## src/rtl/uts_pkg.sv

```systemverilog
package uts_pkg;

  typedef enum logic [3:0] {
    S_IDLE,
    S_NEXT,
    S_FETCH_REQ,
    S_FETCH_WAIT,
    S_POLL_REQ,
    S_POLL_WAIT,
    S_WR_REQ,
    S_DONE,
    S_DONE_RX
  } seq_state_e;

  typedef enum logic [1:0] {
    PH_PAY,
    PH_CR,
    PH_LF,
    PH_END
  } tail_phase_e;

  localparam logic [1:0] CMD_NONE = 2'd0;
  localparam logic [1:0] CMD_TX   = 2'd1;
  localparam logic [1:0] CMD_RX   = 2'd2;

  localparam logic [1:0] STAT_READY  = 2'd0;
  localparam logic [1:0] STAT_BUSY   = 2'd1;
  localparam logic [1:0] STAT_DONE   = 2'd2;
  localparam logic [1:0] STAT_NODATA = 2'd3;

  localparam logic [31:0] LSR_OFFSET = 32'h14;
  localparam logic [31:0] THR_OFFSET = 32'h00;
  localparam int          THRE_BIT   = 5;

  localparam logic [7:0] CHAR_CR = 8'h0D;
  localparam logic [7:0] CHAR_LF = 8'h0A;

  function automatic logic [7:0] nib_to_ascii(input logic [3:0] n);
    if (n < 4'd10) return 8'h30 + {4'h0, n};
    else           return 8'h37 + {4'h0, n};
  endfunction

endpackage

```

## src/rtl/uts_byte_pick.sv

```systemverilog
module uts_byte_pick #(
  parameter int BUF_BYTES = 8,
  parameter int LEN_W     = 8
) (
  input  logic                   clk,
  input  logic                   rst_n,
  input  logic                   cfg_load,
  input  logic [8*BUF_BYTES-1:0] data_in,
  input  logic                   word_load,
  input  logic [31:0]            word_in,
  input  logic                   src_mem,
  input  logic [LEN_W-1:0]       idx,
  output logic [7:0]             byte_out
);

  localparam int BUF_W = 8 * BUF_BYTES;

  logic [BUF_W-1:0] data_q;
  logic [31:0]      word_q;
  logic [7:0]       buf_lane [BUF_BYTES];
  logic [7:0]       word_lane [4];
  logic [7:0]       reg_byte;
  logic [7:0]       mem_byte;

  always_ff @(posedge clk or negedge rst_n) begin
    if (!rst_n) begin
      data_q <= '0;
    end else if (cfg_load) begin
      data_q <= data_in;
    end
  end

  always_ff @(posedge clk or negedge rst_n) begin
    if (!rst_n) begin
      word_q <= '0;
    end else if (word_load) begin
      word_q <= word_in;
    end
  end

  genvar g;
  generate
    for (g = 0; g < BUF_BYTES; g++) begin : g_buf_lane
      assign buf_lane[g] = data_q[8*g +: 8];
    end
    for (g = 0; g < 4; g++) begin : g_word_lane
      assign word_lane[g] = word_q[8*g +: 8];
    end
  endgenerate

  always_comb begin
    reg_byte = 8'h00;
    for (int i = 0; i < BUF_BYTES; i++) begin
      if (idx == LEN_W'(i)) reg_byte = buf_lane[i];
    end
  end

  assign mem_byte = word_lane[idx[1:0]];
  assign byte_out = src_mem ? mem_byte : reg_byte;

  AST_WORD_LOAD_ALIGNED: assert property (@(posedge clk) disable iff (!rst_n)
    word_load |-> (idx[1:0] == 2'b00));

endmodule

```

## src/rtl/uts_char_gen.sv

```systemverilog
module uts_char_gen
  import uts_pkg::*;
(
  input  tail_phase_e phase,
  input  logic [7:0]  byte_in,
  input  logic        hex_on,
  input  logic        nib_lo,
  output logic [7:0]  ch
);

  logic [3:0] nib;

  assign nib = nib_lo ? byte_in[3:0] : byte_in[7:4];

  always_comb begin
    case (phase)
      PH_CR:   ch = CHAR_CR;
      PH_LF:   ch = CHAR_LF;
      default: ch = hex_on ? nib_to_ascii(nib) : byte_in;
    endcase
  end

endmodule

```

## src/rtl/uts_seq_fsm.sv

```systemverilog
module uts_seq_fsm
  import uts_pkg::*;
#(
  parameter int          LEN_W     = 8,
  parameter logic [31:0] UART_BASE = 32'hFFC0_2000
) (
  input  logic              clk,
  input  logic              rst_n,
  input  logic [1:0]        cmd_en,
  input  logic              src_sel_i,
  input  logic [31:0]       addr_i,
  input  logic [LEN_W-1:0]  len_i,
  input  logic              hex_en_i,
  input  logic [LEN_W-1:0]  hex_start_i,
  input  logic              nl_i,
  input  logic [7:0]        ch_i,
  output logic [1:0]        status,
  output logic              cfg_load,
  output logic              word_load,
  output logic              src_mem,
  output logic [LEN_W-1:0]  idx,
  output tail_phase_e       phase,
  output logic              hex_now,
  output logic              nib_lo,
  output logic              bus_req_valid,
  input  logic              bus_req_ready,
  output logic              bus_req_write,
  output logic [31:0]       bus_req_addr,
  output logic [31:0]       bus_req_wdata,
  input  logic              bus_rsp_valid,
  input  logic              thre_i
);

  localparam logic [31:0] LSR_ADDR = UART_BASE + LSR_OFFSET;
  localparam logic [31:0] THR_ADDR = UART_BASE + THR_OFFSET;

  seq_state_e       state_q, state_d;
  tail_phase_e      phase_q, phase_d;
  logic [LEN_W-1:0] idx_q, idx_d;
  logic             nib_q, nib_d;
  logic [LEN_W-1:0] len_q;
  logic [LEN_W-1:0] hstart_q;
  logic [31:0]      addr_q;
  logic             src_q, hex_q, nl_q;
  logic [LEN_W-1:0] idx_inc;

  assign idx_inc = idx_q + 1'b1;
  assign hex_now = hex_q && (idx_q >= hstart_q);
  assign src_mem = src_q;
  assign idx     = idx_q;
  assign phase   = phase_q;
  assign nib_lo  = nib_q;

  // next-state process
  always_comb begin
    state_d       = state_q;
    phase_d       = phase_q;
    idx_d         = idx_q;
    nib_d         = nib_q;
    cfg_load      = 1'b0;
    word_load     = 1'b0;
    bus_req_valid = 1'b0;
    bus_req_write = 1'b0;
    bus_req_addr  = LSR_ADDR;
    bus_req_wdata = '0;
    case (state_q)
      S_IDLE: begin
        if (cmd_en == CMD_TX) begin
          cfg_load = 1'b1;
          idx_d    = '0;
          nib_d    = 1'b0;
          if (len_i != '0) phase_d = PH_PAY;
          else if (nl_i)   phase_d = PH_CR;
          else             phase_d = PH_END;
          state_d  = S_NEXT;
        end else if (cmd_en == CMD_RX) begin
          state_d = S_DONE_RX;
        end
      end
      S_NEXT: begin
        case (phase_q)
          PH_END: state_d = S_DONE;
          PH_PAY: begin
            if (src_q && !nib_q && (idx_q[1:0] == 2'b00)) state_d = S_FETCH_REQ;
            else                                            state_d = S_POLL_REQ;
          end
          default: state_d = S_POLL_REQ;
        endcase
      end
      S_FETCH_REQ: begin
        bus_req_valid = 1'b1;
        bus_req_addr  = addr_q + 32'(idx_q);
        if (bus_req_ready) state_d = S_FETCH_WAIT;
      end
      S_FETCH_WAIT: begin
        if (bus_rsp_valid) begin
          word_load = 1'b1;
          state_d   = S_POLL_REQ;
        end
      end
      S_POLL_REQ: begin
        bus_req_valid = 1'b1;
        bus_req_addr  = LSR_ADDR;
        if (bus_req_ready) state_d = S_POLL_WAIT;
      end
      S_POLL_WAIT: begin
        if (bus_rsp_valid) state_d = thre_i ? S_WR_REQ : S_POLL_REQ;
      end
      S_WR_REQ: begin
        bus_req_valid = 1'b1;
        bus_req_write = 1'b1;
        bus_req_addr  = THR_ADDR;
        bus_req_wdata = {24'h0, ch_i};
        if (bus_req_ready) begin
          state_d = S_NEXT;
          case (phase_q)
            PH_PAY: begin
              if (hex_now && !nib_q) begin
                nib_d = 1'b1;
              end else begin
                nib_d = 1'b0;
                idx_d = idx_inc;
                if (idx_inc == len_q) phase_d = nl_q ? PH_CR : PH_END;
              end
            end
            PH_CR:   phase_d = PH_LF;
            default: phase_d = PH_END;
          endcase
        end
      end
      S_DONE, S_DONE_RX: begin
        if (cmd_en == CMD_NONE) state_d = S_IDLE;
      end
      default: state_d = S_IDLE;
    endcase
  end

  // register process
  always_ff @(posedge clk or negedge rst_n) begin
    if (!rst_n) begin
      state_q <= S_IDLE;
      phase_q <= PH_END;
      idx_q   <= '0;
      nib_q   <= 1'b0;
    end else begin
      state_q <= state_d;
      phase_q <= phase_d;
      idx_q   <= idx_d;
      nib_q   <= nib_d;
    end
  end

  always_ff @(posedge clk or negedge rst_n) begin
    if (!rst_n) begin
      len_q    <= '0;
      hstart_q <= '0;
      addr_q   <= '0;
      src_q    <= 1'b0;
      hex_q    <= 1'b0;
      nl_q     <= 1'b0;
    end else if (cfg_load) begin
      len_q    <= len_i;
      hstart_q <= hex_start_i;
      addr_q   <= addr_i;
      src_q    <= src_sel_i;
      hex_q    <= hex_en_i;
      nl_q     <= nl_i;
    end
  end

  always_comb begin
    case (state_q)
      S_IDLE:    status = STAT_READY;
      S_DONE:    status = STAT_DONE;
      S_DONE_RX: status = STAT_NODATA;
      default:   status = STAT_BUSY;
    endcase
  end

  AST_IDLE_QUIET: assert property (@(posedge clk) disable iff (!rst_n)
    (status == STAT_READY) |-> !bus_req_valid);

  AST_DONE_HOLDS: assert property (@(posedge clk) disable iff (!rst_n)
    (status == STAT_DONE && cmd_en != CMD_NONE) |=> (status == STAT_DONE));

  AST_RX_NO_BUS: assert property (@(posedge clk) disable iff (!rst_n)
    (status == STAT_NODATA) |-> !bus_req_valid);

  AST_FETCH_ALIGNED: assert property (@(posedge clk) disable iff (!rst_n)
    (bus_req_valid && !bus_req_write && bus_req_addr != LSR_ADDR) |-> (bus_req_addr[1:0] == 2'b00));

  AST_HEX_DIGIT: assert property (@(posedge clk) disable iff (!rst_n)
    (bus_req_valid && bus_req_write && phase_q == PH_PAY && hex_now) |->
    ((bus_req_wdata[7:0] >= 8'h30 && bus_req_wdata[7:0] <= 8'h39) ||
     (bus_req_wdata[7:0] >= 8'h41 && bus_req_wdata[7:0] <= 8'h46)));

  AST_WRITE_TARGET: assert property (@(posedge clk) disable iff (!rst_n)
    (bus_req_valid && bus_req_write) |-> (bus_req_addr == THR_ADDR && bus_req_wdata[31:8] == 24'h0));

  AST_WRITE_AFTER_THRE: assert property (@(posedge clk) disable iff (!rst_n)
    (state_q == S_WR_REQ && $past(state_q) != S_WR_REQ) |-> $past(bus_rsp_valid && thre_i));

  AST_REQ_STABLE: assert property (@(posedge clk) disable iff (!rst_n)
    (bus_req_valid && !bus_req_ready) |=>
    (bus_req_valid && $stable(bus_req_addr) && $stable(bus_req_write) && $stable(bus_req_wdata)));

endmodule

```

## src/rtl/uart_tx_sequencer.sv

```systemverilog
module uart_tx_sequencer
  import uts_pkg::*;
#(
  parameter int          BUF_BYTES = 8,
  parameter int          LEN_W     = 8,
  parameter logic [31:0] UART_BASE = 32'hFFC0_2000
) (
  input  logic                   clk,
  input  logic                   rst_n,
  input  logic [1:0]             cmd_en,
  input  logic                   src_sel,
  input  logic [8*BUF_BYTES-1:0] tx_data,
  input  logic [31:0]            tx_addr,
  input  logic [LEN_W-1:0]       tx_len,
  input  logic                   hex_en,
  input  logic [LEN_W-1:0]       hex_start,
  input  logic                   nl_en,
  output logic [1:0]             status,
  output logic                   bus_req_valid,
  input  logic                   bus_req_ready,
  output logic                   bus_req_write,
  output logic [31:0]            bus_req_addr,
  output logic [31:0]            bus_req_wdata,
  input  logic                   bus_rsp_valid,
  input  logic [31:0]            bus_rsp_rdata
);

  logic             rst_meta, rst_sync;
  logic             cfg_load, word_load, src_mem, hex_now, nib_lo;
  logic [LEN_W-1:0] idx;
  tail_phase_e      phase;
  logic [7:0]       cur_byte;
  logic [7:0]       ch;

  always_ff @(posedge clk or negedge rst_n) begin
    if (!rst_n) begin
      rst_meta <= 1'b0;
      rst_sync <= 1'b0;
    end else begin
      rst_meta <= 1'b1;
      rst_sync <= rst_meta;
    end
  end

  uts_seq_fsm #(
    .LEN_W     (LEN_W),
    .UART_BASE (UART_BASE)
  ) u_fsm (
    .clk           (clk),
    .rst_n         (rst_sync),
    .cmd_en        (cmd_en),
    .src_sel_i     (src_sel),
    .addr_i        (tx_addr),
    .len_i         (tx_len),
    .hex_en_i      (hex_en),
    .hex_start_i   (hex_start),
    .nl_i          (nl_en),
    .ch_i          (ch),
    .status        (status),
    .cfg_load      (cfg_load),
    .word_load     (word_load),
    .src_mem       (src_mem),
    .idx           (idx),
    .phase         (phase),
    .hex_now       (hex_now),
    .nib_lo        (nib_lo),
    .bus_req_valid (bus_req_valid),
    .bus_req_ready (bus_req_ready),
    .bus_req_write (bus_req_write),
    .bus_req_addr  (bus_req_addr),
    .bus_req_wdata (bus_req_wdata),
    .bus_rsp_valid (bus_rsp_valid),
    .thre_i        (bus_rsp_rdata[THRE_BIT])
  );

  uts_byte_pick #(
    .BUF_BYTES (BUF_BYTES),
    .LEN_W     (LEN_W)
  ) u_pick (
    .clk       (clk),
    .rst_n     (rst_sync),
    .cfg_load  (cfg_load),
    .data_in   (tx_data),
    .word_load (word_load),
    .word_in   (bus_rsp_rdata),
    .src_mem   (src_mem),
    .idx       (idx),
    .byte_out  (cur_byte)
  );

  uts_char_gen u_chr (
    .phase   (phase),
    .byte_in (cur_byte),
    .hex_on  (hex_now),
    .nib_lo  (nib_lo),
    .ch      (ch)
  );

endmodule

```

## config.mk

```make
export PLATFORM = sky130hd
export DESIGN_NAME = uart_tx_sequencer
export DESIGN_NICKNAME = d
export VERILOG_FILES = /design/src/rtl/uts_pkg.sv /design/src/rtl/uts_byte_pick.sv /design/src/rtl/uts_char_gen.sv /design/src/rtl/uts_seq_fsm.sv /design/src/rtl/uart_tx_sequencer.sv
export SDC_FILE = /design/constraint.sdc
export NUM_CORES = 1
export LEC_CHECK = 0
export BUFFER_PORTS_ARGS = -buffer_cell sky130_fd_sc_hd__buf_2
export CAP_MARGIN = 20
export CORE_ASPECT_RATIO = 0.7
export CORE_MARGIN = 2
export CORE_UTILIZATION = 42
export DETAILED_ROUTE_END_ITERATION = 6
export HOLD_SLACK_MARGIN = 0.1
export PLACE_DENSITY = 0.63
export SLEW_MARGIN = 5
export SYNTH_ARGS = -nofsm -noshare
export SYNTH_HDL_FRONTEND = slang
export SYNTH_SLANG_ARGS = --single-unit
```

## constraint.sdc

```tcl
create_clock -name clk -period 5.2 [get_ports clk]
set_input_delay 0.78 -clock clk [delete_from_list [all_inputs] [get_ports clk]]
set_output_delay 0.78 -clock clk [all_outputs]
set_load 0.1 [all_outputs]
```

==> results.md, run 1 <==
- Outcome: finished, final reports clean
- Hpwl dp: 21300 um
- RSZ-0062 raised after global routing: no
- Max cap viols: 0
- Die ar.: 0.0238 mm2
- Ys Warns: 0
- Pin count of the biggest net entering global routing: 106
- Sum Neg Setup Slack: 0 ns
- Top layer in use: met5
- Achievable clock frequency: 201 MHz
- Slew Viols, Final: 0
- Peak fanout along the critical path: 21
- R2r worst-path depth: 8
- VDD IR max: 0.000277 V
- Worst Skew: 0.0108 ns
- CTS tree: yes
- Met3 Wirelength: 2320 um
- GRT Total Usage: 24.4%
- Row count: 45
- Drt wl/cell: 18.1 um
- Nets: 1456
- CTS clk-pin slew, worst paths: 0.07 ns
- Io pins: 221
- Crit path max-delay cell type: o41ai_2
- Area of the core region: 0.0219 mm2
- Top-count cell post-synth: nand2_1
- Synth Area in Adders: 3.78%
- Reg-to-reg endpoint: u_fsm.idx[5]$_DFFE_PN0P_
- CP arrival: 4.19 ns
- Cells after Synth: 1104
- Delay-heaviest family, CP: compound AO/OA/AOI/OAI gates
- Initial Util: 43.2%
- Die Span X: 183 um
- Die Height: 130 um
- Synth async-reset ratio: 100%
- Main synth FF type: dfrtp_1
- Tmin final: 4.97 ns
- Final hold viol count: 0
- Min setup slack post-route: 0.234 ns
- CP Class: reg -> out
- Syn avg cell area: 8.58 um2
- Leak: 5.59 nW
- CP Capture Type: primary output
- Number of global-route vias before repair: 7737
- Pre-CTS setup slack: 0.596 ns
- Layout cells sized above 1: 23.9%
- Clk_lat worst skew: 0.45 ns
- GP Congestion: 0.889
- Commonest cells post-synth: 369 x nand2_1, 162 x dfrtp_1, 49 x nor2_1, 45 x o21ai_0, 44 x clkbuf_1
- Number of flops mapped to enable cells by yosys: 0
- Starting DRT DRC Count: 726
- DRC: 0
- Wirelength, routed: 28400 um
- Worst hold path type: reg -> reg
- First-pass GRT wire length: 43700 um
- Synth Area in XOR/XNOR: 2.78%
- Layout Cells excl Fill: 1571
- Largest area contributor in the netlist: dfrtp_1
- Crit path launch type: flip-flop
- Placed cell count: 1535
- Total setup buffers inserted after CTS: 0
- Hold wc startpoint: rst_meta$_DFF_PN0_
- Share of the synthesized area in the top cell type: 42.8%
- M1 WL: 14600 um
- Post-synthesis sequential area ratio: 43.4%
- H-tree depth: 4
- 1st-pass router iterations: 5
- Mux contribution to synthesized area: 6.87%
- CTS Sinks: 164
- Synthesis-stage register bit count: 164
- Mapped Area: 0.00947 mm2
- Required @ worst endpoint: 4.42 ns
- Crit-path cells: inv_1, ha_1, buf_4, nand2_1, o211ai_1, a32oi_1, o41ai_2, mux2i_2, a2111o_1, nand3_1, buf_2
- Synth Area in Simple Gates: 24.3%
- Vias per cell: 5.43
- Period utilization: 95.5%
- Cell Pwr Density: 491 mW/mm2
- Flop2flop setup slack: 2.00 ns
- Largest family of logic cells by synthesized area: simple AND/OR/NAND/NOR gates
- WL met2: 11200 um
- Synthesis-to-layout area growth: 18.8%
- PortBufs: 196
- CTS Buffer Depth: 2
- Hold EP: rst_sync$_DFF_PN0_
- GRT overflow: 0
- CP peak stage delay: 0.64 ns
- Reg-to-Reg Start: u_fsm.idx[2]$_DFFE_PN0P_
- Largest cells by area after synthesis: dfrtp_1 43%, nand2_1 15%, mux2_2 3.9%, ha_1 3.6%, o21ai_0 2.4%
- Worst Tran Pin Value: 0.968 ns
- WP buf/inv: 3
- Vias: 8530
- Root Driver: clkbuf_16
- Worst hold path cell count: 0
- Initial antenna violation count: 2
- Compound-cell area share of the yosys netlist: 12.9%
- Antenna viol nets, final: 0
- Max-slew headroom: 35.4%
- Synth unique cells: 76
- Setup violators final: 0
- TritonCTS buffer count: 17
==> final cells by class <==
cell class                      instances  area, um2
Antenna cell                            1       2.50
Clock buffer                           18        439
Clock inverter                         14        134
Fill cell                            2124      10700
Inverter                               35        131
Multi-Input combinational cell        843       4920
Sequential cell                       164       4110
Tap cell                              282        353
Timing Repair Buffer                  214       1170
==> timing repair <==
action                                  in CTS  in global routing
endpoints found under the setup margin       0                  4
hold buffers                                 1                  0
resized for setup                            0                  1
hold endpoints to repair                     2                  0
==> cell usage in the layout (no fill, tap or decap), types with 17 or more instances in the layout <==
master and count:
inv_1 34, dfrtp_1 161, clkbuf_16 17, xnor2_1 20
ha_1 26, nand2_1 369, conb_1 25, mux2_2 33
nand3_1 20, o21ai_0 45, a21oi_1 29, buf_2 194
nor2_1 49
==> worst register-to-register path: cells and delay by family (launching register included) <==
kind	cells	cell delay, ns
adder cells (fa/ha/maj)	1	0.36
AO/OA/AOI/OAI	5	1.39
AND/OR/NAND/NOR	2	0.58
flip-flops	1	0.77
==> sequential cells by signal, summed over array words and instances, names as in the netlist, 2 cells and up <==
register	flops
u_fsm.addr_q	32
u_fsm.hstart_q	8
u_fsm.idx	8
u_fsm.len_q	8
u_fsm.phase	2
u_fsm.state_q	4
u_pick.data_q	64
u_pick.word_q	32
==> through the flow <==
stage	power (mW)	utilization, %	cell area, um2	hold slack, ns
after global placement	4.22	48.5	10600	0.335
after CTS	5.51	51.2	11200	0.351
after detailed placement	4.26	48.5	10600	0.336
after floorplan	3.64	-	9560	0.331
final	5.52	51.4	11300	0.349
after global routing	5.89	51.4	11200	0.358
==> report_power, final <==
part,switching (mW),internal (mW)
clock,0.589,0.646
combinational,1.29,0.704
sequential,0.493,1.80
total,2.38,3.15
==> routing by layer <==
layer,track usage (%),vias to the layer above
met3,5.82,22
met1,39.2,4124
met2,32.4,318
met5,0,-
li1,-,4064
met4,5.55,2
==> cell families after synthesis <==
| family | after synthesis |
|---|---|
| muxes | 50 |
| adders and majority gates | 28 |
| DFF | 164 |
| buffers and inverters | 120 |
| AOI/OAI and AO/OA | 177 |
| xor gates and xnor gates | 30 |
| other | 2 |
| and+or+nand+nor | 533 |
==> worst max path at each step <==
| stage | slack, ns | startpoint | end | cells past startpoint |
|---|---|---|---|---|
| 2_1_floorplan | 0.15 | u_fsm.idx[1]$_DFFE_PN0P_ | bus_req_wdata[6] | 13 |
| 3_3_place_gp | 0.67 | u_fsm.idx[1]$_DFFE_PN0P_ | bus_req_wdata[2] | 12 |
| 3_5_place_dp | 0.60 | u_fsm.idx[1]$_DFFE_PN0P_ | bus_req_wdata[2] | 12 |
| 4_1_cts | 0.13 | u_fsm.idx[1]$_DFFE_PN0P_ | bus_req_wdata[2] | 12 |
| 5_1_grt | 0.06 | u_fsm.idx[0]$_DFFE_PN0P_ | bus_req_addr[26] | 13 |
| 6_report | 0.23 | u_fsm.idx[1]$_DFFE_PN0P_ | bus_req_wdata[0] | 11 |
No activity file was read; power rests on OpenSTA's default activity.
==> run 2, diff against run 1 <==
CORE_MARGIN = 1   (was 2)
==> run 2 against run 1 <==
  * Total power down 1.3%
  * Clock power down 5%
  * Combinational power about the same
  * Worst setup slack better by 0.027 ns
  * Register-to-register slack better by 0.11 ns
  * Global-route usage down 0.059 points
  * Highest routed layer unchanged
==> results.md, run 2 (same netlist as run 1, synthesis figures left out) <==
- Antenna viol nets, final: 0 (unchanged)
- TritonCTS buffer count: 17 (unchanged)
- CP Class: reg -> out (unchanged)
- Global Route met2 Usage: 31.5% (was 32.4%)
- Biggest regs: u_pick.data_q: 64 flops, u_fsm.addr_q: 32 flops, u_pick.word_q: 32 flops (unchanged)
- Die ar.: 0.0232 mm2 (was 0.0238 mm2)
- CTS Sinks: 164 (unchanged)
- Wirelength, routed: 27200 um (was 28400 um)
- Top Usage Layer GRT: met1 (unchanged)
- Area of the core region: 0.0219 mm2 (unchanged)
- Most frequent cells in the layout: 369 x nand2_1, 194 x buf_2, 161 x dfrtp_1 (unchanged)
- Root Driver: clkbuf_16 (unchanged)
- Setup violators final: 0 (unchanged)
- Most common cell after layout, fill and taps aside: nand2_1 (unchanged)
- Leak: 5.56 nW (was 5.59 nW)
- VDD IR max: 0.000283 V (was 0.000277 V)
- Peak fanout along the critical path: 22 (was 21)
- GP Congestion: 0.881 (was 0.889)
- 1st-pass router iterations: 5 (unchanged)
- GR Layer Usage met3: 5.79% (was 5.82%)
- M1 GR Usage: 39.6% (was 39.2%)
- Worst Tran Pin Value: 1.06 ns (was 0.968 ns)
- Total setup buffers inserted after CTS: 0 (unchanged)
- Fillers: 2108 (was 2124)
- CTS clk-pin slew, worst paths: 0.06 ns (was 0.07 ns)
- GRT Total Usage: 24.3% (was 24.4%)
- Largest register FFs: 64 (unchanged)
- Worst hold path type: reg -> reg (unchanged)
- Nets: 1451 (was 1456)
- Worst Skew: 0.00894 ns (was 0.0108 ns)
- DRC: 0 (unchanged)
- Required @ worst endpoint: 4.42 ns (about the same)
- RSZ-0062 raised after global routing: no (unchanged)
- Number of global-route vias before repair: 7651 (was 7737)
- Final hold viol count: 0 (unchanged)
- Row count: 45 (unchanged)
- Slew Viols, Final: 0 (unchanged)
- Layout Cells excl Fill: 1567 (was 1571)
- Initial Util: 43.2% (unchanged)
- H-tree depth: 4 (unchanged)
- First-pass GRT wire length: 42900 um (was 43700 um)
- Tmin final: 4.94 ns (was 4.97 ns)
- Period utilization: 95.0% (was 95.5%)
- Die Span X: 181 um (was 183 um)
- Sum Neg Setup Slack: 0 ns (unchanged)
- Vias per cell: 5.29 (was 5.43)
- Outcome: finished, final reports clean (unchanged)
- Max-slew headroom: 28.8% (was 35.4%)
- Starting DRT DRC Count: 679 (was 726)
- Pin count of the biggest net entering global routing: 102 (was 106)
- Layout cells sized above 1: 23.6% (was 23.9%)
- CTS Buffer Depth: 2 (unchanged)
- Largest register by flop count: u_pick.data_q (unchanged)
- Vias: 8295 (was 8530)
- CP Capture Type: primary output (unchanged)
- Achievable clock frequency: 202 MHz (was 201 MHz)
- Initial antenna violation count: 2 (unchanged)
- CP arrival: 4.16 ns (was 4.19 ns)
- GRT overflow: 0 (unchanged)
- Synthesis-to-layout area growth: 18.4% (was 18.8%)
- Max cap viols: 0 (unchanged)
- Placed cell count: 1532 (was 1535)
- Crit path launch type: flip-flop (unchanged)
- Clk_lat worst skew: 0.44 ns (was 0.45 ns)
- Hpwl dp: 20700 um (was 21300 um)
- PortBufs: 196 (unchanged)
- CTS tree: yes (unchanged)
- Cell Pwr Density: 486 mW/mm2 (was 491 mW/mm2)
- Io pins: 221 (unchanged)
- Drt wl/cell: 17.3 um (was 18.1 um)
- Die Height: 128 um (was 130 um)
run 2: cell types whose count changed in the layout (fill, tap and decap cells not counted), sizes merged:
cell / delta
diode: +1
clkinvlp: +2
clkbuf: +1
buf: -4
inv: -4
run 2: area by class of cell:
cell class                 count  area [um2]  share of cell area (%)
multi-input combinational    843        4920                    43.9
sequential                   164        4110                    36.7
timing repair buffer         209        1140                    10.1
clock buffer                  20         457                    4.08
tap                          282         353                    3.15
inverter                      35         131                    1.17
clock inverter                12        96.3                   0.860
antenna                        2        5.00                  0.0447
run 2: worst max-delay path, cell delays in order (launching register included):
cell	delay, ns
dfrtp_1	0.47
buf_4	0.23
ha_2	0.32
nor2_1	0.43
o211ai_1	0.16
a22o_1	0.26
a22o_1	0.28
mux2i_2	0.42
ha_1	0.26
inv_1	0.06
o41a_1	0.42
a21oi_2	0.20
buf_12	0.20
run 2: final timing paths:
| path | startpoint | to | slack [ns] | depth (start not counted) |
|---|---|---|---|---|
| max | u_fsm.idx[1]$_DFFE_PN0P_ | bus_req_wdata[2] | 0.26 | 12 |
| max in group asynchronous | rst_sync$_DFF_PN0_ | u_fsm.phase[1]$_DFFE_PN1P_ | 3.77 | 1 |
| max reg2reg | u_fsm.idx[6]$_DFFE_PN0P_ | u_fsm.idx[5]$_DFFE_PN0P_ | 2.11 | 8 |
| min | rst_meta$_DFF_PN0_ | rst_sync$_DFF_PN0_ | 0.35 | 0 |
| min reg2reg | rst_meta$_DFF_PN0_ | rst_sync$_DFF_PN0_ | 0.35 | 0 |
| min in group asynchronous | rst_sync$_DFF_PN0_ | u_pick.data_q[4]$_DFFE_PN0P_ | 0.42 | 0 |
run 2: what timing repair did:
action	CTS	global route
setup endpoints to repair	0	6
hold endpoints to repair	2	0
gates resized for setup	0	2
hold buffers	1	0
run 2: routing by layer:
metal,share of wire [%],vias up
li1,-,4036
met1,54,3969
met2,38,268
met3,6.6,20
met4,0.99,2
met5,0.037,-
run 2: power breakdown:
part / total [mW] / leakage [nW] / switching, mW / internal, mW
combinational: 1.97 / 3.19 / 1.27 / 0.704
clock: 1.18 / 0.265 / 0.538 / 0.643
sequential: 2.30 / 2.10 / 0.499 / 1.80
run 2: through the flow:
| stage | util (%) | hold slack, ns | area, um2 | setup slack [ns] | power (mW) |
|---|---|---|---|---|---|
| final | 51.2 | 0.350 | 11200 | 0.261 | 5.45 |
| after global routing | 51.1 | 0.358 | 11200 | 0.0343 | 5.81 |
| after CTS | 51.1 | 0.352 | 11200 | 0.0751 | 5.46 |
| after detailed placement | 48.6 | 0.337 | 10600 | 0.548 | 4.26 |
| after global placement | 48.6 | 0.335 | 10600 | 0.658 | 4.23 |
| after floorplan | - | 0.331 | 9560 | 0.153 | 3.64 |
==> run 3, diff against run 2 <==
--- a/config.mk
+++ b/config.mk
@@ -15,2 +15,3 @@
 export PLACE_DENSITY = 0.63
+export SKIP_LAST_GASP = 1
 export SLEW_MARGIN = 5
==> constraint.sdc (replaced) <==
create_clock -name clk -period 4.45 [get_ports clk]
set_input_delay 0.89 -clock clk [delete_from_list [all_inputs] [get_ports clk]]
set_output_delay 0.89 -clock clk [all_outputs]
set_load 0.1 [all_outputs]
==> run 3 against run 2 <==
  * Clock skew about the same
  * Routed wire length rose by 3.9%
  * Critical path depth down 1
  * Count of clock-buffer cells in the layout fell by 2
  * Hold slack worse by 0.17 ns
  * Combinational power is 24% higher
  * Sequential share of layout area fell by 1.8 points
  * Via count grew 2.8%
  * Critical endpoint unchanged
  * Largest power group unchanged
==> results.md, run 3 (same netlist as run 1, synthesis figures left out) <==
- Outcome: finished, final reports clean (unchanged)
- CTS Buffer Depth: 2 (unchanged)
- Post-DP Area: 0.0110 mm2 (was 0.0106 mm2)
- Number of global-route vias before repair: 7961 (was 7651)
- Leak: 5.75 nW (was 5.56 nW)
- Tmin final: 4.41 ns
- Largest register FFs: 64 (unchanged)
- GRT Total Usage: 25.2% (was 24.3%)
- Layout cells sized above 1: 27.1% (was 23.6%)
- Crit path launch type: flip-flop (unchanged)
- Overall power: 6.55 mW (was 5.45 mW)
- CP Class: reg -> out (unchanged)
- RSZ-0062 raised after global routing: yes (was no)
- Synthesis-to-layout area growth: 24.5% (was 18.4%)
- Multi-input logic area: 0.00508 mm2 (was 0.00492 mm2)
- Pin count of the biggest net entering global routing: 149 (was 102)
- Drt wl/cell: 17.8 um (was 17.3 um)
- Max-slew headroom: 44.7% (was 28.8%)
- Root Driver: clkbuf_16 (unchanged)
- Worst Tran Pin Value: 0.816 ns (was 1.06 ns)
- Setup violators final: 0 (unchanged)
- Required @ worst endpoint: 3.56 ns (was 4.42 ns)
- Peak fanout along the critical path: 20 (was 22)
- VDD IR max: 0.000321 V (was 0.000283 V)
- GR Layer Usage met3: 6.93% (was 5.79%)
- Die Span X: 181 um (unchanged)
- Io pins: 221 (unchanged)
- 1st-pass router iterations: 5 (unchanged)
- Antenna viol nets, final: 0 (unchanged)
- Hpwl dp: 21300 um (was 20700 um)
- First-pass GRT wire length: 44500 um (was 42900 um)
- Final instance area: 0.0118 mm2 (was 0.0112 mm2)
- Worst Skew: 0.00907 ns (was 0.00894 ns)
- Largest register by flop count: u_pick.data_q (unchanged)
- CTS Sinks: 164 (unchanged)
- Biggest regs: u_pick.data_q: 64 flops, u_fsm.addr_q: 32 flops, u_pick.word_q: 32 flops (unchanged)
- Starting DRT DRC Count: 785 (was 679)
- Period utilization: 99.1%
- DRC: 0 (unchanged)
- Vias per cell: 5.38 (was 5.29)
- Achievable clock frequency: 227 MHz
- Nets: 1470 (was 1451)
- Die ar.: 0.0232 mm2 (unchanged)
- CP arrival: 3.52 ns (was 4.16 ns)
- Vias: 8526 (was 8295)
- Most common cell after layout, fill and taps aside: nand2_1 (unchanged)
- M1 GR Usage: 39.5% (was 39.6%)
- Top Usage Layer GRT: met1 (unchanged)
- PortBufs: 196 (unchanged)
- CTS clk-pin slew, worst paths: 0.06 ns (about the same)
- CTS tree: yes (unchanged)
- Slew Viols, Final: 0 (unchanged)
- Cell Pwr Density: 556 mW/mm2 (was 486 mW/mm2)
- Placed cell count: 1547 (was 1532)
- Final core utilization: 53.8% (was 51.2%)
- Fillers: 2089 (was 2108)
- Most frequent cells in the layout: 369 x nand2_1, 177 x buf_2, 159 x dfrtp_1 (was 369 x nand2_1, 194 x buf_2, 161 x dfrtp_1)
- TritonCTS buffer count: 17 (unchanged)
- Worst hold path type: reg -> async (was reg -> reg)
- Initial antenna violation count: 2 (unchanged)
- Global Route met2 Usage: 33.5% (was 31.5%)
- Wirelength, routed: 28200 um (was 27200 um)
- Reg area: 0.00411 mm2 (about the same)
- Die Height: 128 um (unchanged)
- GRT overflow: 0 (unchanged)
- H-tree depth: 4 (unchanged)
- CP Capture Type: primary output (unchanged)
- Area of the core region: 0.0219 mm2 (unchanged)
- Clk_lat worst skew: 0.44 ns (about the same)
- Final hold viol count: 0 (unchanged)
- Initial Util: 43.2% (unchanged)
- Row count: 45 (unchanged)
- Max cap viols: 0 (unchanged)
- Layout Cells excl Fill: 1585 (was 1567)
- Worst Hold Slack: 0.176 ns (was 0.350 ns)
- GP Congestion: 0.949 (was 0.881)
-- run 3: layer usage --
metal	up-vias	part of all wire, %
met5	-	0.046
met4	2	0.89
met3	24	8.5
met2	326	40
met1	4095	51
li1	4079	-
-- run 3: worst max-delay path: stages, from the launching register on --
cell,delay (ns)
dfrtp_2,0.44
buf_4,0.16
ha_2,0.24
buf_12,0.17
nand2b_1,0.17
or2_2,0.29
a32oi_2,0.26
o41ai_4,0.14
mux2_1,0.33
o41a_1,0.48
a21oi_4,0.20
buf_12,0.19
-- run 3: report_power, final --
group / switching (mW) / internal, mW
combinational: 1.57 / 0.879
clock: 0.665 / 0.803
sequential: 0.539 / 2.10
-- run 3: final cells by class --
cell class                      count  area share, %
Antenna cell                        1         0.0212
Clock buffer                       18           3.72
Clock inverter                     14           1.22
Inverter                           35           1.11
Multi-Input combinational cell    843           43.1
Sequential cell                   164           34.9
Tap cell                          282           2.99
Timing Repair Buffer              228           13.0
-- run 3: through the flow --
step                      worst slack [ns]  TNS (ns)
after floorplan                     -0.362    -0.362
after detailed placement             0.359         0
after global placement               0.422         0
final                               0.0380         0
after CTS                         -0.00601  -0.00601
after global routing               -0.0679    -0.191
-- run 3: worst paths after layout --
kind                                          startpoint                       endpoint  slack [ns]  cells after the start
worst max-delay path            u_fsm.idx[0]$_DFFE_PN0P_               bus_req_wdata[2]        0.04                     11
worst min-delay path                  rst_sync$_DFF_PN0_  u_pick.word_q[18]$_DFFE_PN0P_        0.18                      0
worst max register to register  u_fsm.idx[6]$_DFFE_PN0P_       u_fsm.idx[5]$_DFFE_PN0P_        1.37                      8
worst min register to register        rst_sync$_DFF_PN0_  u_pick.word_q[18]$_DFFE_PN0P_        0.18                      0
max in group asynchronous             rst_sync$_DFF_PN0_       u_fsm.idx[1]$_DFFE_PN0P_        3.21                      1
min in group clk                      rst_meta$_DFF_PN0_             rst_sync$_DFF_PN0_        0.35                      0
-- run 3: timing repair --
action,4_1_cts,5_1_grt
hold buffers,0,0
resized for setup,11,24
pin swaps,0,6
endpoints found under the hold margin,0,0
endpoints found under the setup margin,9,21
buffers inserted,1,4
gates cloned,0,0
